**src/rtl/rcause_pkg.sv**
```systemverilog
package rcause_pkg;

    localparam int DATA_W  = 8;
    localparam int ADDR_W  = 2;
    localparam int NUM_SRC = 6;

    typedef logic [NUM_SRC-1:0] cause_vec_t;
    typedef logic [DATA_W-1:0]  byte_t;

    typedef enum int unsigned {
        SRC_POWERUP = 0,
        SRC_PIN     = 1,
        SRC_DROOP   = 2,
        SRC_WDOG    = 3,
        SRC_DEBUG   = 4,
        SRC_SOFT    = 5
    } src_idx_e;

    typedef enum logic [ADDR_W-1:0] {
        REG_STATUS = 2'd0,
        REG_CTRL   = 2'd1,
        REG_UNLOCK = 2'd2,
        REG_SPARE  = 2'd3
    } reg_sel_e;

    typedef struct packed {
        logic     wr;
        reg_sel_e sel;
        byte_t    data;
    } bus_req_t;

    function automatic byte_t widen_cause(input cause_vec_t v);
        byte_t r;
        r = '0;
        r[NUM_SRC-1:0] = v;
        return r;
    endfunction

endpackage

```
**src/rtl/rcause_flags.sv**
```systemverilog
module rcause_flags
    import rcause_pkg::*;
(
    input  logic       clk,
    input  logic       rst,
    input  cause_vec_t src,
    input  logic       clr_en,
    input  cause_vec_t clr_mask,
    output cause_vec_t flags
);

    cause_vec_t flags_q;
    cause_vec_t flags_d;
    logic       powerup;

    assign powerup = src[SRC_POWERUP];

    generate
        for (genvar i = 0; i < NUM_SRC; i++) begin : g_flag
            if (i == SRC_POWERUP) begin : g_pu
                always_comb begin
                    if (src[i])
                        flags_d[i] = 1'b1;
                    else if (clr_en && clr_mask[i])
                        flags_d[i] = 1'b0;
                    else
                        flags_d[i] = flags_q[i];
                end
            end else begin : g_other
                always_comb begin
                    if (powerup)
                        flags_d[i] = 1'b0;
                    else if (src[i])
                        flags_d[i] = 1'b1;
                    else if (clr_en && clr_mask[i])
                        flags_d[i] = 1'b0;
                    else
                        flags_d[i] = flags_q[i];
                end
            end
        end
    endgenerate

    always_ff @(posedge clk) begin
        if (rst)
            flags_q <= '0;
        else
            flags_q <= flags_d;
    end

    assign flags = flags_q;

    AST_POWERUP_WIPES: assert property (@(posedge clk) disable iff (rst)
        powerup |=> (flags == cause_vec_t'(1)));
    AST_SOURCE_SETS: assert property (@(posedge clk) disable iff (rst)
        (!powerup && (|src)) |=> ((flags & $past(src)) == $past(src)));
    AST_STICKY: assert property (@(posedge clk) disable iff (rst)
        (!powerup && !clr_en) |=> ((flags & $past(flags)) == $past(flags)));
    AST_CLEAR_ONES: assert property (@(posedge clk) disable iff (rst)
        (!powerup && clr_en) |=> ((flags & $past(clr_mask & ~src)) == '0));

endmodule

```
**src/rtl/rcause_unlock.sv**
```systemverilog
module rcause_unlock
    import rcause_pkg::*;
#(
    parameter int    WINDOW = 4,
    parameter byte_t KEY    = 8'hA5
) (
    input  logic  clk,
    input  logic  rst,
    input  logic  key_wr,
    input  byte_t key_data,
    input  logic  issue,
    output logic  open
);

    localparam int CNT_W = $clog2(WINDOW + 1);
    localparam logic [CNT_W-1:0] CNT_FULL = CNT_W'(WINDOW);

    logic [CNT_W-1:0] cnt_q;
    logic             key_ok;

    assign key_ok = key_wr && (key_data == KEY);

    always_ff @(posedge clk) begin
        if (rst)
            cnt_q <= '0;
        else if (issue)
            cnt_q <= '0;
        else if (key_ok)
            cnt_q <= CNT_FULL;
        else if (cnt_q != '0)
            cnt_q <= cnt_q - 1'b1;
    end

    assign open = (cnt_q != '0);

    AST_WIN_BOUND: assert property (@(posedge clk) disable iff (rst)
        cnt_q <= CNT_FULL);
    AST_KEY_OPENS: assert property (@(posedge clk) disable iff (rst)
        (key_ok && !issue) |=> open);
    AST_ISSUE_CLOSES: assert property (@(posedge clk) disable iff (rst)
        issue |=> !open);

endmodule

```
**src/rtl/rcause_ctrl.sv**
```systemverilog
module rcause_ctrl
    import rcause_pkg::*;
(
    input  logic clk,
    input  logic rst,
    input  logic ctrl_wr,
    input  logic ctrl_bit_in,
    input  logic open,
    input  logic issue,
    output logic req_bit,
    output logic req_pulse
);

    logic accept;

    assign accept = ctrl_wr && open && !issue;

    always_ff @(posedge clk) begin
        if (rst) begin
            req_bit   <= 1'b0;
            req_pulse <= 1'b0;
        end else begin
            req_pulse <= accept && ctrl_bit_in;
            if (issue)
                req_bit <= 1'b0;
            else if (accept)
                req_bit <= ctrl_bit_in;
        end
    end

    AST_PULSE_WITH_BIT: assert property (@(posedge clk) disable iff (rst)
        req_pulse |-> req_bit);
    AST_ISSUE_DROPS: assert property (@(posedge clk) disable iff (rst)
        issue |=> (!req_bit && !req_pulse));
    AST_LOCKED_HOLDS: assert property (@(posedge clk) disable iff (rst)
        (!open && !issue) |=> ($stable(req_bit) && !req_pulse));

endmodule

```
**src/rtl/reset_cause_unit.sv**
```systemverilog
module reset_cause_unit
    import rcause_pkg::*;
#(
    parameter int    WINDOW = 4,
    parameter byte_t KEY    = 8'hA5
) (
    input  logic        clk,
    input  logic        rst,
    input  logic [5:0]  src_pulse,
    input  logic [1:0]  addr,
    input  logic        we,
    input  logic [7:0]  wdata,
    output logic [7:0]  rdata,
    output logic        sw_reset_req
);

    bus_req_t   bus;
    cause_vec_t flags;
    logic       issue;
    logic       open;
    logic       req_bit;

    assign bus.wr   = we;
    assign bus.sel  = reg_sel_e'(addr);
    assign bus.data = wdata;

    assign issue = |src_pulse;

    rcause_flags u_flags (
        .clk      (clk),
        .rst      (rst),
        .src      (src_pulse),
        .clr_en   (bus.wr && (bus.sel == REG_STATUS)),
        .clr_mask (bus.data[NUM_SRC-1:0]),
        .flags    (flags)
    );

    rcause_unlock #(
        .WINDOW (WINDOW),
        .KEY    (KEY)
    ) u_unlock (
        .clk      (clk),
        .rst      (rst),
        .key_wr   (bus.wr && (bus.sel == REG_UNLOCK)),
        .key_data (bus.data),
        .issue    (issue),
        .open     (open)
    );

    rcause_ctrl u_ctrl (
        .clk         (clk),
        .rst         (rst),
        .ctrl_wr     (bus.wr && (bus.sel == REG_CTRL)),
        .ctrl_bit_in (bus.data[0]),
        .open        (open),
        .issue       (issue),
        .req_bit     (req_bit),
        .req_pulse   (sw_reset_req)
    );

    always_comb begin
        unique case (bus.sel)
            REG_STATUS: rdata = widen_cause(flags);
            REG_CTRL:   rdata = {{(DATA_W-1){1'b0}}, req_bit};
            default:    rdata = '0;
        endcase
    end

    AST_RSVD_STATUS: assert property (@(posedge clk) disable iff (rst)
        (bus.sel == REG_STATUS) |-> (rdata[7:6] == 2'b00));
    AST_REQ_SINGLE: assert property (@(posedge clk) disable iff (rst)
        (sw_reset_req && !(we && (addr == REG_CTRL))) |=> !sw_reset_req);

endmodule

```
**config.mk**
```make
export PLATFORM = sky130hd
export DESIGN_NAME = reset_cause_unit
export DESIGN_NICKNAME = d
export VERILOG_FILES = /design/src/rtl/rcause_pkg.sv /design/src/rtl/rcause_flags.sv /design/src/rtl/rcause_unlock.sv /design/src/rtl/rcause_ctrl.sv /design/src/rtl/reset_cause_unit.sv
export SDC_FILE = /design/constraint.sdc
export NUM_CORES = 1
export LEC_CHECK = 0
export ABC_AREA = 1
export BUFFER_PORTS_ARGS = -buffer_cell sky130_fd_sc_hd__buf_2
export CAP_MARGIN = 15
export CELL_PAD_IN_SITES_DETAIL_PLACEMENT = 1
export CELL_PAD_IN_SITES_GLOBAL_PLACEMENT = 2
export CORE_ASPECT_RATIO = 1.75
export CORE_MARGIN = 4
export CORE_UTILIZATION = 24
export CTS_BUF_LIST = sky130_fd_sc_hd__clkbuf_4
export CTS_CLUSTER_SIZE = 24
export DETAILED_ROUTE_END_ITERATION = 12
export MAX_ROUTING_LAYER = met4
export PLACE_DENSITY_LB_ADDON = 0.2
export SKIP_LAST_GASP = 1
export SYNTH_ARGS = -nofsm -noshare
export SYNTH_HDL_FRONTEND = slang
export SYNTH_SLANG_ARGS = --single-unit
export TNS_END_PERCENT = 1
```
**constraint.sdc**
```tcl
create_clock -name clk -period 1.8 [get_ports clk]
set_input_delay 0 -clock clk [delete_from_list [all_inputs] [get_ports clk]]
set_output_delay 0 -clock clk [all_outputs]
set_load 0.02 [all_outputs]
```
Word level (Yosys, flattened, before mapping)

Cells that the tools add are included.

Flip-flop bits (word level): 11
Bits of input ports: 19
Output and inout bits: 9
Logic and storage cells: 56

Add/sub/neg operators: 1
Equal/unequal tests: 3
Muxes and demuxes: 15
Reductions and logical operators: 27

Operator list:

| operator            | count |
|---|---|
| $reduce_bool 2->1   | 7 |
| $logic_and 1x1->1   | 13 |
| $mux 1              | 12 |
| $pmux 6 s2          | 1 |
| $eq 8x8->1 const B  | 1 |
| $reduce_or 8->1     | 1 |
| $reduce_or 7->1     | 1 |
| $mux 3              | 2 |
| $reduce_or 6->1     | 1 |
| $reduce_bool 3->1   | 1 |
| $sub 3x1->3 const B | 1 |
| $eq 2x1->1 const B  | 1 |
| $eq 2x2->1 const B  | 1 |
| $logic_not 2->1     | 1 |
| $reduce_or 2->1     | 1 |
| $logic_not 1->1     | 1 |

Depth between registers and ports, before layout

Gate-level depths: netlist of run 1.

Depth after elaboration: 5
Depth in mapped cells: 9
Depth with buffers taken out: 8

By module

Synthesis of run 1 repeated with hierarchy kept, for this count alone.

Cell total of the unflattened synthesis: 99
Area total of the unflattened synthesis: 664.4 µm²

Modules (own cells, without submodules):

| module           | times used | cells an instance | area each (µm²) | sequential area each (µm²) |
|---|---|---|---|---|
| rcause_flags     | 1          | 31                | 245.2           | 120.1 |
| rcause_unlock    | 1          | 30                | 197.7           | 60.1 |
| reset_cause_unit | 1          | 29                | 143.9           | 0.0 |
| rcause_ctrl      | 1          | 9                 | 77.6            | 40.0 |

Worst setup path before layout of run 1

OpenSTA, ideal clock, no wires.

Kind: register to register
Start point: register u_unlock.cnt_q[0]
End point: register u_ctrl.req_pulse
Setup time: 64 ps
Arrival: 1241 ps
Required time: 1736 ps
Setup slack: 495 ps
Stages on the path, launching flop included: 10
Buffers on the path: 1
Period minus slack after synthesis: 1305 ps
Cell sequence: dfxtp_1 > inv_1 > ha_1 > ha_1 > clkbuf_1 > nor2_1 > nand3_1 > nor2_1 > nand3_1 > nor2_1

Longest elaborated chain between the ends: 4

Ends and longest elaborated chain:

| item                            | line                | RTL |
|---|---|---|
| start, declared                 | rcause_unlock.sv:18 | `logic [CNT_W-1:0] cnt_q;` |
| start signal, assigned          | rcause_unlock.sv:31 | `cnt_q <= cnt_q - 1'b1;` |
| $reduce_bool 3->1               | rcause_unlock.sv:34 | `assign open = (cnt_q != '0);` |
| $logic_and 1x1->1 (2 in series) | rcause_ctrl.sv:16   | `assign accept = ctrl_wr && open && !issue;` |
| $logic_and 1x1->1               | rcause_ctrl.sv:23   | `req_pulse <= accept && ctrl_bit_in;` |
| end signal, assigned            | rcause_ctrl.sv:23   |  |
| end, declared                   | rcause_ctrl.sv:11   | `output logic req_pulse` |

Every way passes these cells.
A chain may end at the register's enable or synchronous reset.

Worst setup path in the final report of run 1

Ends and elaborated chain as after synthesis.

==> results.yml, run 1 <==
outcome:
  status: "finished, final reports clean"
power:
  intPower_mw: 0.385
  power.switching_mw: 0.135
  p_leak_nw: 0.410
  seqPwrFrac: 0.488
  peakVddDrop_v: 0.000287
  p_clk_frac: 0.351
  combPwrFrac: 0.161
  p_per_area_nw_per_um2: 609
  p_sw_frac: 0.259
sta:
  setup_viol: 0
  setup-tns-final_ps: 0
  max_freq_mhz: 739
  finalMaxSlewViolations: 0
  skew_ps: 5.10
  rsz0062_at_grt: "no"
  hold_viol_final: 0
  fin_crit_ps: 1350
  fin_crit_sh: 0.752
grt:
  grt_pass1_wl_um: 3330
  grt-ovfl-total: 0
  grt_max_degree: 10
  first_global_vias: 803
  antenna_found_initial: 0
  grtUsageTotal: 0.127
critical_path:
  arrival_ps: 1560
  crit_type: "reg2reg"
  critical_path.endpoint_type: "register"
  cp_max_fo: 7
  worstSetupStartpointType: "register"
  cp.required_ps: 2000
placement:
  gp_congestion: 0.721
  dpl.cell_count: 148
  io_buffers: 25
  dp_hpwl_um: 1630
final_layout:
  stdcell_count: 156
  antenna_cells: 0
  drive_gt1_frac: 0.269
  nets: 153
  nFillCells: 342
  area_growth_pct: 29.9
yosys:
  synth_seq_area_share: 0.335
  ys_seq_elements: 11
  syn-instance-count: 101
  synth_area_leaders: "dfxtp_1 (34%), nor2_1 (11%), nand3_1 (9.1%)"
  avgSynthCellArea_um2: 6.50
  synth_top_area_frac: 0.335
  synth_warnings: 0
  synth_area_leader_cell: "dfxtp_1"
  synth_cell_types: 22
  synth_area_um2: 657
floorplan:
  fp.dieArea_um2: 3670
  die_w_um: 47.5
  start_util: 0.257
  fp-row-count: 24
  core_um2: 2550
  die_h_um: 77.2
  io_pins: 28
drt:
  postRouteAntennaNets: 0
  drtIter0Drc: 8
  finalWirelength_um: 1870
  wl_per_cell_um: 12.0
  vias_per_cell: 4.49
  dr.pass1.iters: 3
  drc: 0
  vias: 701
clocking:
  cts_tree: "done"
  cts_max_path_buffers: 2
  numCtsBuffers: 3
  cts.root.buffer_cell: "clkbuf_4"
  clkLatencyLatePin_ps: 260
  htreeDepth: 1
  post_cts_buffers: 0
  clock_sink_count: 11
  clkTransAtPathRegs_ps: 70
hold_path:
  min_path_type: "in2reg"
job:
  maxCapViolations: 0
[synthesized netlist by cell type (all sizes together)]
cell type	count
o21ai	1
dfxtp	11
clkbuf	1
nand3	12
buf	4
clkinv	1
or2	1
xor2	1
nor3	3
a21oi	9
inv	16
conb	1
nor2	21
nand2	16
ha	3
[placed cells by master (no fill, tap or decap)]
cell type      synthesis  routed
nor2_1                19      19
clkinv_1               1       1
dlygate4sd3_1          0       4
nor2_4                 1       1
inv_1                 14      14
xor2_1                 1       1
or2_1                  1       1
inv_2                  2       2
nor2_2                 1       1
o21ai_0                1       1
nand2_1               15      15
nand3_1               12      12
clkbuf_4               0       4
nand2_2                1       1
ha_1                   3       3
dfxtp_1               11      11
nor3_2                 1       1
buf_2                  1      25
a21oi_1                9       9
conb_1                 1       2
nor3_1                 2       2
[final timing paths]
| check | startpoint | endpoint | slack [ps] | depth (start not counted) |
|---|---|---|---|---|
| worst max register to register | u_unlock.cnt_q[0] | u_ctrl.req_pulse | 450 | 8 |
| worst max-delay path | u_unlock.cnt_q[0] | u_ctrl.req_pulse | 450 | 8 |
| worst min register to register | u_ctrl.req_bit | u_ctrl.req_bit | 470 | 2 |
| worst min-delay path | src_pulse[0] | u_flags.flags[0] | 7 | 3 |
[critical path, cell delays in order, from the launching register on]
cell,delay [ps]
dfxtp_1,350
inv_1,50
ha_1,200
ha_1,270
nor2_1,110
nand3_1,70
nor2_1,80
nand3_1,70
nor2_1,90
[logic make-up (layout without fill, tap and decap cells)]
family / Yosys count / in the layout / share of synthesized area
other: 1 / 2 / 0.00571
AO/OA/AOI/OAI: 10 / 10 / 0.0762
adder cells (fa/ha/maj): 3 / 3 / 0.0571
AND/OR/NAND/NOR: 53 / 53 / 0.362
buffers and inverters: 22 / 50 / 0.150
flip-flops: 11 / 11 / 0.335
XOR/XNOR: 1 / 1 / 0.0133
[registers in the layout, indices dropped and copies added (netlist names)]
register          flops
u_ctrl.req_bit        1
u_ctrl.req_pulse      1
u_flags.flags         6
u_unlock.cnt_q        3
[stage by stage]
stage,power [mW],hold WS [ps],area (µm²),setup WS [ps],utilization
finish,0.520,6.66,853,446,0.334
global route,0.558,7.82,853,239,0.334
CTS,0.533,8.27,853,422,0.334
detailed placement,0.339,196,783,451,0.307
global placement,0.337,199,783,498,0.307
floorplan,0.304,72.3,661,495,-
[timing repair]
action                                 4_1_cts  5_1_grt
gates resized for setup                      0        0
endpoints found under the hold margin        5        0
hold buffers                                 4        0
[power by group through the flow]
stage	registers (mW)	clock network (mW)	logic [mW]
floorplan	0.258	0	0.0453
detailed placement	0.259	0	0.0793
finish	0.254	0.182	0.0836
CTS	0.254	0.193	0.0861
global placement	0.259	0	0.0782
global route	0.255	0.207	0.0957
[cell type report]
type | count | area (µm²) | area share
Multi-Input combinational cell | 69 | 342 | 0.400
Tap cell | 26 | 32.5 | 0.0381
Inverter | 17 | 63.8 | 0.0748
Timing Repair Buffer | 29 | 165 | 0.194
Sequential cell | 11 | 220 | 0.258
Clock buffer | 4 | 30.0 | 0.0352
[routing by layer]
layer	vias up	wire, µm	global-route usage
met5	-	0	-
met4	0	17	0.0485
met3	2	72	0.0211
met2	13	1120	0.231
met1	321	660	0.123
li1	365	-	-
No activity file was read; power rests on OpenSTA's default activity.
==> run 2, diff against run 1 <==
Settings changed: CORE_UTILIZATION 24 to 22.
Clock period 1.8 ns to 1.2 ns, I/O delays scaled along.
==> results.yml, run 2 (synthesized netlist as in run 1, its figures left out) <==
job:
  maxCapViolations: 0
final_layout:
  drive_gt1_frac: 0.303
  utilization: 0.308
  antenna_cells: 0
  design_area_um2: 891
  nets: 155
  final_cell_mix: "buf_2 (25), nor2_1 (19), nand2_1 (15)"
  nFillCells: 382
  layout_commonest_cell: "buf_2"
  stdcell_count: 160
  largest_reg_flops: 6
  area_growth_pct: 35.6
clocking:
  clkTransAtPathRegs_ps: 80
  cts_tree: "done"
  clock_sink_count: 11
  numCtsBuffers: 3
  clkLatencyLatePin_ps: 270
  cts.root.buffer_cell: "clkbuf_4"
  cts_max_path_buffers: 2
  post_cts_buffers: 0
  htreeDepth: 1
placement:
  gp_congestion: 0.717
  place_area_um2: 800
  dp_hpwl_um: 1710
  dpl.cell_count: 151
  dp_slack_ps: -28.0
  io_buffers: 25
critical_path:
  crit_type: "reg2reg"
  critical_path.endpoint_type: "register"
  cp_top_family: "simple AND/OR/NAND/NOR gates"
  reg2reg_slack_ps: 20
  arrival_ps: 1400
  slowest_stage: "dfxtp_2"
  crit_chain: "inv_1 -> ha_2 -> ha_4 -> nor2_1 -> nand3_1 -> nor2_1 -> nand3_1 -> nor2_1"
  path_common_cell: "nor2_1"
  worstSetupStartpointType: "register"
  cp_max_fo: 7
  max_stage_delay_ps: 330
  crit_cells: 8
  path_buf_inv: 1
  cp.required_ps: 1420
  worstReg2RegStart: "u_unlock.cnt_q[0]"
  worstReg2RegEnd: "u_ctrl.req_pulse"
  reg2regPathDepth: 8
grt:
  antenna_found_initial: 0
  grtUsageTotal: 0.119
  grt_pass1_wl_um: 3460
  grt_max_degree: 10
  first_global_vias: 814
  grt-ovfl-total: 0
power:
  peakVddDrop_v: 0.000327
  power_mw: 0.804
  p_leak_nw: 0.422
  p_per_area_nw_per_um2: 903
floorplan:
  io_pins: 28
  core_um2: 2900
  fp.dieArea_um2: 3960
  fp-row-count: 26
  start_util: 0.227
  die_w_um: 49.3
  die_h_um: 80.3
drt:
  drtIter0Drc: 18
  vias: 708
  vias_per_cell: 4.43
  wl_per_cell_um: 12.9
  postRouteAntennaNets: 0
  drc: 0
  finalWirelength_um: 2060
  dr.pass1.iters: 2
hold_path:
  min_path_type: "in2reg"
  hold_path_end: "u_flags.flags[1]"
  hold_start: "src_pulse[1]"
  hold_depth: 3
sta:
  fin_crit_ps: 1180
  layout_setup_ws_ps: 21.5
  finalMaxSlewViolations: 0
  setup-tns-final_ps: 0
  hold_viol_final: 0
  max_freq_mhz: 849
  setup_viol: 0
  rsz0062_at_grt: "yes"
  skew_ps: 1.82
  hold_slack_ps: 3.52
  fin_crit_sh: 0.982
outcome:
  status: "finished, final reports clean"
[run 2: changes by cell type in the layout (fill, tap and decap cells not counted), sizes merged]
cell and delta:
dlygate4sd3 +1, buf +1
[run 2: power by group]
group	switching, mW	total (mW)	leakage (nW)	internal (mW)
Clock	0.142	0.293	0.0184	0.151
Sequential	0.00542	0.381	0.0908	0.375
Combinational	0.0769	0.130	0.312	0.0534
Total	0.224	0.804	0.422	0.580
[run 2: cell type report]
cell class / count / area [µm²] / area share
Multi-Input combinational cell: 69 / 357 / 0.400
Sequential cell: 11 / 223 / 0.250
Clock buffer: 4 / 30.0 / 0.0337
Tap cell: 28 / 35.0 / 0.0393
Inverter: 17 / 63.8 / 0.0716
Timing Repair Buffer: 31 / 183 / 0.205
[run 2: worst max path at each step]
stage / start / endpoint / slack, ps
after floorplan: u_unlock.cnt_q[0] / u_ctrl.req_pulse / -30
after global placement: u_unlock.cnt_q[0] / u_ctrl.req_pulse / 30
after detailed placement: u_unlock.cnt_q[1] / u_ctrl.req_pulse / -30
after CTS: u_unlock.cnt_q[1] / u_ctrl.req_pulse / 8
after global routing: u_unlock.cnt_q[0] / u_ctrl.req_pulse / -110
final: u_unlock.cnt_q[0] / u_ctrl.req_pulse / 20
[run 2: timing repair]
| item | 4_1_cts | 5_1_grt |
|---|---|---|
| resized for setup | 2 | 0 |
| hold endpoints to repair | 5 | 0 |
| hold buffers | 5 | 0 |
| endpoints found under the setup margin | 2 | 5 |
[run 2: worst register-to-register path: stages (launching register included)]
cell and delay [ps]:
dfxtp_2 330, inv_1 40, ha_2 190, ha_4 180, nor2_1 80, nand3_1 70, nor2_1 90, nand3_1 70
nor2_1 80
[run 2: routing by layer]
layer | wire (µm) | up-vias | global-route usage
met5 | 0 | - | -
met4 | 5 | 0 | 0.0342
met3 | 63 | 2 | 0.0167
met2 | 1260 | 14 | 0.254
met1 | 724 | 324 | 0.100
li1 | - | 368 | -
